$ cat config.mk
export PLATFORM = sky130hd
export DESIGN_NAME = prio_irq_ctrl
export DESIGN_NICKNAME = d
export VERILOG_FILES = /design/src/rtl/prio_irq_ctrl.sv
export SDC_FILE = /design/constraint.sdc
export NUM_CORES = 1
export LEC_CHECK = 0
export ABC_AREA = 1
export BUFFER_PORTS_ARGS = -buffer_cell sky130_fd_sc_hd__buf_2
export CORE_MARGIN = 3
export CORE_UTILIZATION = 45
export DETAILED_ROUTE_END_ITERATION = 12
export PLACE_DENSITY = 0.67
export SETUP_SLACK_MARGIN = 0.02
export SYNTH_ARGS = -nofsm -noshare
export SYNTH_HDL_FRONTEND = slang
export SYNTH_SLANG_ARGS = --single-unit
$ cat constraint.sdc
create_clock -name clk -period 2.8 [get_ports clk]
set_input_delay 0.28 -clock clk [delete_from_list [all_inputs] [get_ports clk]]
set_output_delay 0.28 -clock clk [all_outputs]
set_load 0.02 [all_outputs]
$ cat src/rtl/prio_irq_ctrl.sv
module prio_irq_ctrl #(
  parameter int NSRC   = 32,
  parameter int DATA_W = 32,
  localparam int IDX_W = $clog2(NSRC)
) (
  input  logic              clk,
  input  logic              rst_n,
  input  logic              req_valid,
  input  logic [IDX_W-1:0]  req_idx,
  input  logic              wr_en,
  input  logic [1:0]        addr,
  input  logic [DATA_W-1:0] wdata,
  output logic [DATA_W-1:0] rdata,
  output logic              irq
);

  logic [NSRC-1:0]  src_pend, int_pend, req_vec, src_nxt, win_hot;
  logic [IDX_W-1:0] offset, win_idx;
  logic             sp_wr, ip_wr, of_wr, eval, post;

  assign sp_wr = wr_en && (addr == 2'd0);
  assign ip_wr = wr_en && (addr == 2'd1);
  assign of_wr = wr_en && (addr == 2'd2);

  always_comb begin
    for (int i = 0; i < NSRC; i++)
      req_vec[i] = req_valid && (req_idx == IDX_W'(i));
  end

  assign src_nxt = (src_pend & ~(sp_wr ? wdata[NSRC-1:0] : '0)) | req_vec;
  assign eval    = (|req_vec) || sp_wr;
  assign post    = eval && (|src_nxt);

  always_comb begin
    win_idx = '0;
    for (int i = NSRC - 1; i >= 0; i--)
      if (src_nxt[i]) win_idx = IDX_W'(i);
  end

  assign win_hot = NSRC'(1) << win_idx;

  always_ff @(posedge clk or negedge rst_n) begin
    if (!rst_n) begin
      src_pend <= '0;
      int_pend <= '0;
      offset   <= '0;
    end else begin
      src_pend <= src_nxt;
      int_pend <= (int_pend & ~(ip_wr ? wdata[NSRC-1:0] : '0)) | (post ? win_hot : '0);
      if (post)       offset <= win_idx;
      else if (of_wr) offset <= wdata[IDX_W-1:0];
    end
  end

  assign irq = |src_pend;

  always_comb begin
    case (addr)
      2'd0:    rdata = DATA_W'(src_pend);
      2'd1:    rdata = DATA_W'(int_pend);
      2'd2:    rdata = DATA_W'(offset);
      default: rdata = '0;
    endcase
  end

  logic [NSRC-1:0] below_ofs;
  assign below_ofs = src_pend & ((NSRC'(1) << offset) - NSRC'(1));

  AST_REQ_SETS: assert property (@(posedge clk) disable iff (!rst_n)
    (req_valid && int'(req_idx) < NSRC) |=> src_pend[$past(req_idx)]);
  AST_OFS_LOWEST: assert property (@(posedge clk) disable iff (!rst_n)
    ((req_valid && int'(req_idx) < NSRC) || sp_wr) |=>
      (src_pend == '0) || (src_pend[offset] && below_ofs == '0));
  AST_WIN_POSTED: assert property (@(posedge clk) disable iff (!rst_n)
    ((req_valid && int'(req_idx) < NSRC) || sp_wr) |=>
      (src_pend == '0) || int_pend[offset]);
  AST_CLR_NO_SET: assert property (@(posedge clk) disable iff (!rst_n)
    (sp_wr && !req_valid) |=> ((src_pend & ~$past(src_pend)) == '0));
  AST_CLR_KEEPS: assert property (@(posedge clk) disable iff (!rst_n)
    sp_wr |=> (($past(src_pend) & ~$past(wdata[NSRC-1:0]) & ~src_pend) == '0));
  AST_IRQ_DROP: assert property (@(posedge clk) disable iff (!rst_n)
    $fell(irq) |-> $past(sp_wr));
  AST_IDLE_HOLD: assert property (@(posedge clk) disable iff (!rst_n)
    (!req_valid && !wr_en) |=> ($stable(src_pend) && $stable(int_pend) && $stable(offset)));

endmodule

==> flow_metrics.tcl, run 1 <==
set metrics [dict create \
    clk_pin_slew_ns 0.07 \
    cts_sinks 69 \
    min_period_over_period_pct 106 \
    num_antenna_cells 0 \
    io_buffers 75 \
    htreeDepth 3 \
    yosysWarnings 0 \
    skew_ns 0.00996 \
    slew_viol_final 0 \
    mostFrequentLayoutCells "nand2_1 (159), inv_1 (86), buf_2 (74)" \
    setup_viol 31 \
    drt-pass1-iter-count 5 \
    fin_crit_ns 2.97 \
    cp.required_ns 3.08 \
    total_power_mw 3.80 \
    drive_above_1_share_pct 29.5 \
    muxShareOfSynthArea_pct 0 \
    fmax_mhz 337 \
    pre_cts_ws_ns -0.468 \
    relSlewSlack_pct 59.1 \
    fin_ws_ns -0.171 \
    reg2regPathDepth 38 \
    start_kind "register" \
    r2r-end "int_pend[17]$_DFF_PN0_" \
    synth_ff_type "dfrtp_1" \
    synthCells 566 \
    num_io_pins 76 \
    avgViaCountPerCell 5.56 \
    layout.nets 754 \
    post-dp-hpwl_um 10300 \
    synth_nets 609 \
    clock_latency_ns 0.35 \
    layout_commonest_cell "nand2_1" \
    synth_compound_area_share_pct 17.5 \
    remaining_drc_errors 0 \
    leakage_nw 3.09 \
    outcome "finished with violations" \
    synth.distinct_cells 29 \
    hold_class "in -> reg" \
    async_flop_share_pct 100 \
    reg2reg_slack_ns -0.17 \
    ys_ff_latch 69 \
    initial_core_util_pct 47.5 \
    yosys.area_share.adder_pct 0 \
    cts_buffers 9 \
    dieArea_sq_mm 0.0101 \
    ir_drop_uv 384 \
    grt_max_degree 70 \
    rows 33 \
    routedWlPerCell_um 17.2 \
    rsz0062_at_grt "yes" \
    tightest_slew_ns 0.608 \
    cp-endpoint "int_pend[17]$_DFF_PN0_" \
    cp.arrival_ns 3.25 \
    powerDensity_mw_per_mm2 699 \
    fillCellCount 749 \
    dpl_cell_area_sq_mm 0.00492 \
    utilization_pct 64.3 \
    cp-startpoint "src_pend[30]$_DFF_PN0_" \
    criticalPathCategory "reg -> reg" \
    synth-xor-area-share_pct 0 \
    grt_util_all_layers_pct 28.3 \
    ant_nets 0 \
    rr_startpoint "src_pend[30]$_DFF_PN0_" \
    hold_viol 0 \
    clockBufferDepth 2 \
    end_kind "register" \
    cap_viol_max_count 0 \
    failed_checks "setup timing" \
    area_growth_pct 35.3 \
    yosysSeqAreaShare_pct 42.9 \
    cp_slowest_cell "dfrtp_1" \
    cp_common_cell "nand2_1" \
    place.gp.congestion 0.981 \
    cts_root_buffer "clkbuf_8" \
    dr_total_vias 4558 \
    core-area_sq_mm 0.00846 \
    drt_iter0_drc 355 \
    synth_top_family_by_area "simple AND/OR/NAND/NOR gates" \
    cts_tree "built" \
    crit_fanout 8 \
    fin_area_sq_mm 0.00544 \
    dieHeight_um 101 \
    syn_area_sq_mm 0.00402 \
    grt.overflow.total 0 \
    routed_wl_um 14100 \
    max_stage_delay_ns 0.39 \
    antenna_found_initial 0 \
    syn_area_per_cell_sq_um 7.11 \
    die_width_um 101 \
    grt_first_pass_wirelength_um 21900 \
    yosys.area_share.simple_pct 29.0 \
    synth_edf_count 0 \
    grt_pass1_vias 4186 \
]
==> cell families (layout without fill, tap and decap cells) <==
family | after synthesis | in the layout
and+or+nand+nor | 273 | 273
AOI/OAI and AO/OA | 112 | 112
buffers and inverters | 112 | 261
DFF | 69 | 69
==> critical path, delay by kind of cell (launching register included) <==
family / cells / cell delay [ns]
buf+inv: 2 / 0.17
simple gates: 36 / 2.37
flops: 1 / 0.39
==> registers in the layout, summed over array words and instances (netlist names) <==
| register | count |
|---|---|
| int_pend | 32 |
| src_pend | 32 |
| offset | 5 |
==> Yosys cell counts, types with 2 or more instances <==
library cell,count,area (sq um)
nand2_1,171,642
inv_1,87,327
dfrtp_1,69,1730
o21ai_0,61,305
nor2_1,44,165
a22o_1,27,236
nand4_1,23,144
nand3_1,17,85.1
clkbuf_1,15,56.3
o21bai_1,9,67.6
nor4_1,8,50.1
o21ai_1,5,25.0
clkinv_1,4,15.0
buf_1,3,11.3
nor2_4,3,33.8
o211ai_1,3,22.5
a21oi_1,2,10.0
buf_2,2,10.0
nand2_2,2,12.5
nor2_2,2,12.5
==> metrics by stage <==
stage          instances  TNS, ns  hold slack, ns
2_1_floorplan        566        0         -0.0156
3_3_place_gp         785    -8.33           0.333
3_5_place_dp         785   -10.17           0.336
4_1_cts              810   -0.202           0.217
5_1_grt              820    -9.54           0.221
6_report             820    -1.95           0.228
==> how the worst min path moves through the flow <==
| stage | startpoint | to | slack, ns | cells past startpoint |
|---|---|---|---|---|
| finish | wdata[31] | int_pend[31]$_DFF_PN0_ | 0.23 | 4 |
| global route | wdata[3] | offset[3]$_DFFE_PN0P_ | 0.22 | 3 |
| CTS | wdata[3] | offset[3]$_DFFE_PN0P_ | 0.22 | 3 |
| detailed placement | rst_n | int_pend[3]$_DFF_PN0_ | 0.34 | 2 |
| global placement | rst_n | int_pend[3]$_DFF_PN0_ | 0.33 | 2 |
| floorplan | rst_n | int_pend[0]$_DFF_PN0_ | -0.02 | 0 |
==> area by class of cell <==
cell class                 instances  area [sq um]  share of cell area, %
multi-input combinational        385          2010                   37.0
sequential                        69          1730                   31.7
timing repair buffer             154          1010                   18.6
inverter                          92           345                   6.34
clock buffer                      11           141                   2.60
tap                              105           131                   2.41
clock inverter                     4          72.6                   1.33
==> report_power, final <==
group	leakage [nW]	switching [mW]	total, mW	internal, mW
logic	2.07	0.906	1.50	0.595
clock network	0.105	0.388	0.908	0.520
registers	0.906	0.154	1.39	1.24
total	3.09	1.45	3.80	2.35
==> timing repair <==
action	CTS	global route
resized for setup	7	39
hold buffers	1	0
pin swaps	13	25
setup endpoints to repair	16	34
buffers inserted	9	10
hold endpoints to repair	69	0
==> per-layer routing <==
metal / global-route usage, % / up-vias / routed length, um
met3: 5.12 / 42 / 1420
met4: 12.3 / 0 / 561
li1: - / 2129 / -
met5: 0 / - / 0
met2: 40.8 / 263 / 6140
met1: 41.5 / 2124 / 5960
(Power assumes the default switching activity.)
==> run 2: changes to the inputs <==
--- a/config.mk
+++ b/config.mk
@@ -8,9 +8,8 @@
 export ABC_AREA = 1
 export BUFFER_PORTS_ARGS = -buffer_cell sky130_fd_sc_hd__buf_2
 export CORE_MARGIN = 3
-export CORE_UTILIZATION = 45
+export CORE_UTILIZATION = 38
 export DETAILED_ROUTE_END_ITERATION = 12
-export PLACE_DENSITY = 0.67
 export SETUP_SLACK_MARGIN = 0.02
 export SYNTH_ARGS = -nofsm -noshare
 export SYNTH_HDL_FRONTEND = slang
==> constraint.sdc (replaced) <==
create_clock -name clk -period 3.1 [get_ports clk]
set_input_delay 0.31 -clock clk [delete_from_list [all_inputs] [get_ports clk]]
set_output_delay 0.31 -clock clk [all_outputs]
set_load 0.02 [all_outputs]
==> run 2 against run 1 <==
  * The flow now finishes without violations
  * Critical path depth unchanged
  * Clock skew decreased by 0.0015 ns
  * Sequential power decreased by 10%
  * Worst hold slack got worse by 0.19 ns
  * Sequential share of layout area increased by 1.7 points
  * Combinational power decreased by 20%
  * Utilization decreased by 13 points
  * Clock power decreased by 2.4%
  * Die area increased by 17%
  * First-iteration DRC count decreased by 11%
  * Critical endpoint unchanged
  * Largest power group is now sequential cells
==> flow_metrics.tcl, run 2 (synthesis gave the netlist of run 1 again) <==
set metrics [dict create \
    clock_latency_ns 0.35 \
    start_kind "primary input" \
    reg2regPathDepth 37 \
    clockBufferDepth 2 \
    avgViaCountPerCell 5.15 \
    slew_viol_final 0 \
    clk_pin_slew_ns 0.07 \
    fin_ws_ns 0.212 \
    fillCellCount 1006 \
    skew_ns 0.00842 \
    grt_first_pass_wirelength_um 20900 \
    cap_viol_max_count 0 \
    crit_family "simple AND/OR/NAND/NOR gates" \
    htreeDepth 3 \
    hold_slack_ns 0.0423 \
    reg2reg_slack_ns 0.24 \
    total_power_mw 3.35 \
    final_cells 814 \
    cp_common_cell "nand2_1" \
    powerDensity_mw_per_mm2 647 \
    mostFrequentLayoutCells "nand2_1 (165), inv_1 (86), buf_2 (73)" \
    grt_util_all_layers_pct 23.3 \
    num_io_pins 76 \
    antenna_found_initial 0 \
    fmax_mhz 346 \
    grt_max_degree 38 \
    remaining_drc_errors 0 \
    core-area_sq_mm 0.0100 \
    die_width_um 109 \
    routedWlPerCell_um 16.5 \
    post-dp-hpwl_um 10500 \
    cp_slowest_cell "nand4_1" \
    layout_commonest_cell "nand2_1" \
    cp.required_ns 3.38 \
    place.gp.congestion 0.980 \
    leakage_nw 2.92 \
    dr_total_vias 4191 \
    min_period_over_period_pct 93.2 \
    tightest_slew_ns 0.803 \
    path_buf_inv 4 \
    max_stage_delay_ns 0.21 \
    ant_nets 0 \
    hold_class "in -> async" \
    crit_cells 38 \
    fin_crit_ns 2.89 \
    criticalPathCategory "in -> reg" \
    pre_cts_ws_ns -0.117 \
    cp.arrival_ns 3.17 \
    drt_iter0_drc 315 \
    io_buffers 75 \
    dpl_cell_area_sq_mm 0.00478 \
    rows 36 \
    grt_pass1_vias 3974 \
    drt-pass1-iter-count 5 \
    hold_viol 0 \
    num_antenna_cells 0 \
    crit_fanout 8 \
    area_growth_pct 28.5 \
    cts_hold_buffers 0 \
    setup_viol 0 \
    reg.largest.list "int_pend (32), src_pend (32), offset (5)" \
    utilization_pct 51.5 \
    cts_root_buffer "clkbuf_8" \
    drive_above_1_share_pct 23.6 \
    dieArea_sq_mm 0.0119 \
    placedCellCount 790 \
    dieHeight_um 109 \
    setup-tns-final_ns 0 \
    initial_core_util_pct 40.0 \
    rsz0062_at_grt "yes" \
    outcome "complete, no violations" \
    end_kind "register" \
    cts_sinks 69 \
    fin_area_sq_mm 0.00517 \
    cts_buffers 9 \
    ir_drop_uv 346 \
    routed_wl_um 13400 \
    cts_tree "built" \
    grt.overflow.total 0 \
    layout.nets 719 \
    relSlewSlack_pct 46.5 \
]
-- run 2: layer usage --
metal  GRT usage, %  up-vias  wire length (um)
li1               -     2058                 -
met1           33.4     1983              6200
met2           34.6      132              6060
met3           6.28       18               883
met4           6.58        0               287
met5              0        -                 0
-- run 2: power by group --
group	internal (mW)	leakage, nW	switching, mW
sequential	1.12	0.906	0.135
clock	0.540	0.126	0.346
combinational	0.455	1.89	0.750
-- run 2: area by class of cell --
class	instances	area, sq um	share of cell area (%)
Multi-Input combinational cell	385	1940	37.5
Sequential cell	69	1730	33.4
Timing Repair Buffer	119	747	14.4
Inverter	92	345	6.68
Clock buffer	13	179	3.46
Tap cell	133	166	3.22
Clock inverter	3	65.1	1.26
-- run 2: worst paths after layout --
| path | start | endpoint |
|---|---|---|
| setup / recovery | addr[0] | int_pend[17]$_DFF_PN0_ |
| hold / removal | rst_n | offset[1]$_DFFE_PN0P_ |
| setup reg to reg | src_pend[29]$_DFF_PN0_ | int_pend[17]$_DFF_PN0_ |
| hold reg to reg | int_pend[31]$_DFF_PN0_ | int_pend[31]$_DFF_PN0_ |
| max in group asynchronous | rst_n | src_pend[18]$_DFF_PN0_ |
| min in group clk | wdata[3] | offset[3]$_DFFE_PN0P_ |
-- run 2: what timing repair did --
item                                    4_1_cts  5_1_grt
endpoints found under the setup margin        0       24
resized for setup                             0       25
setup buffers                                 0        8
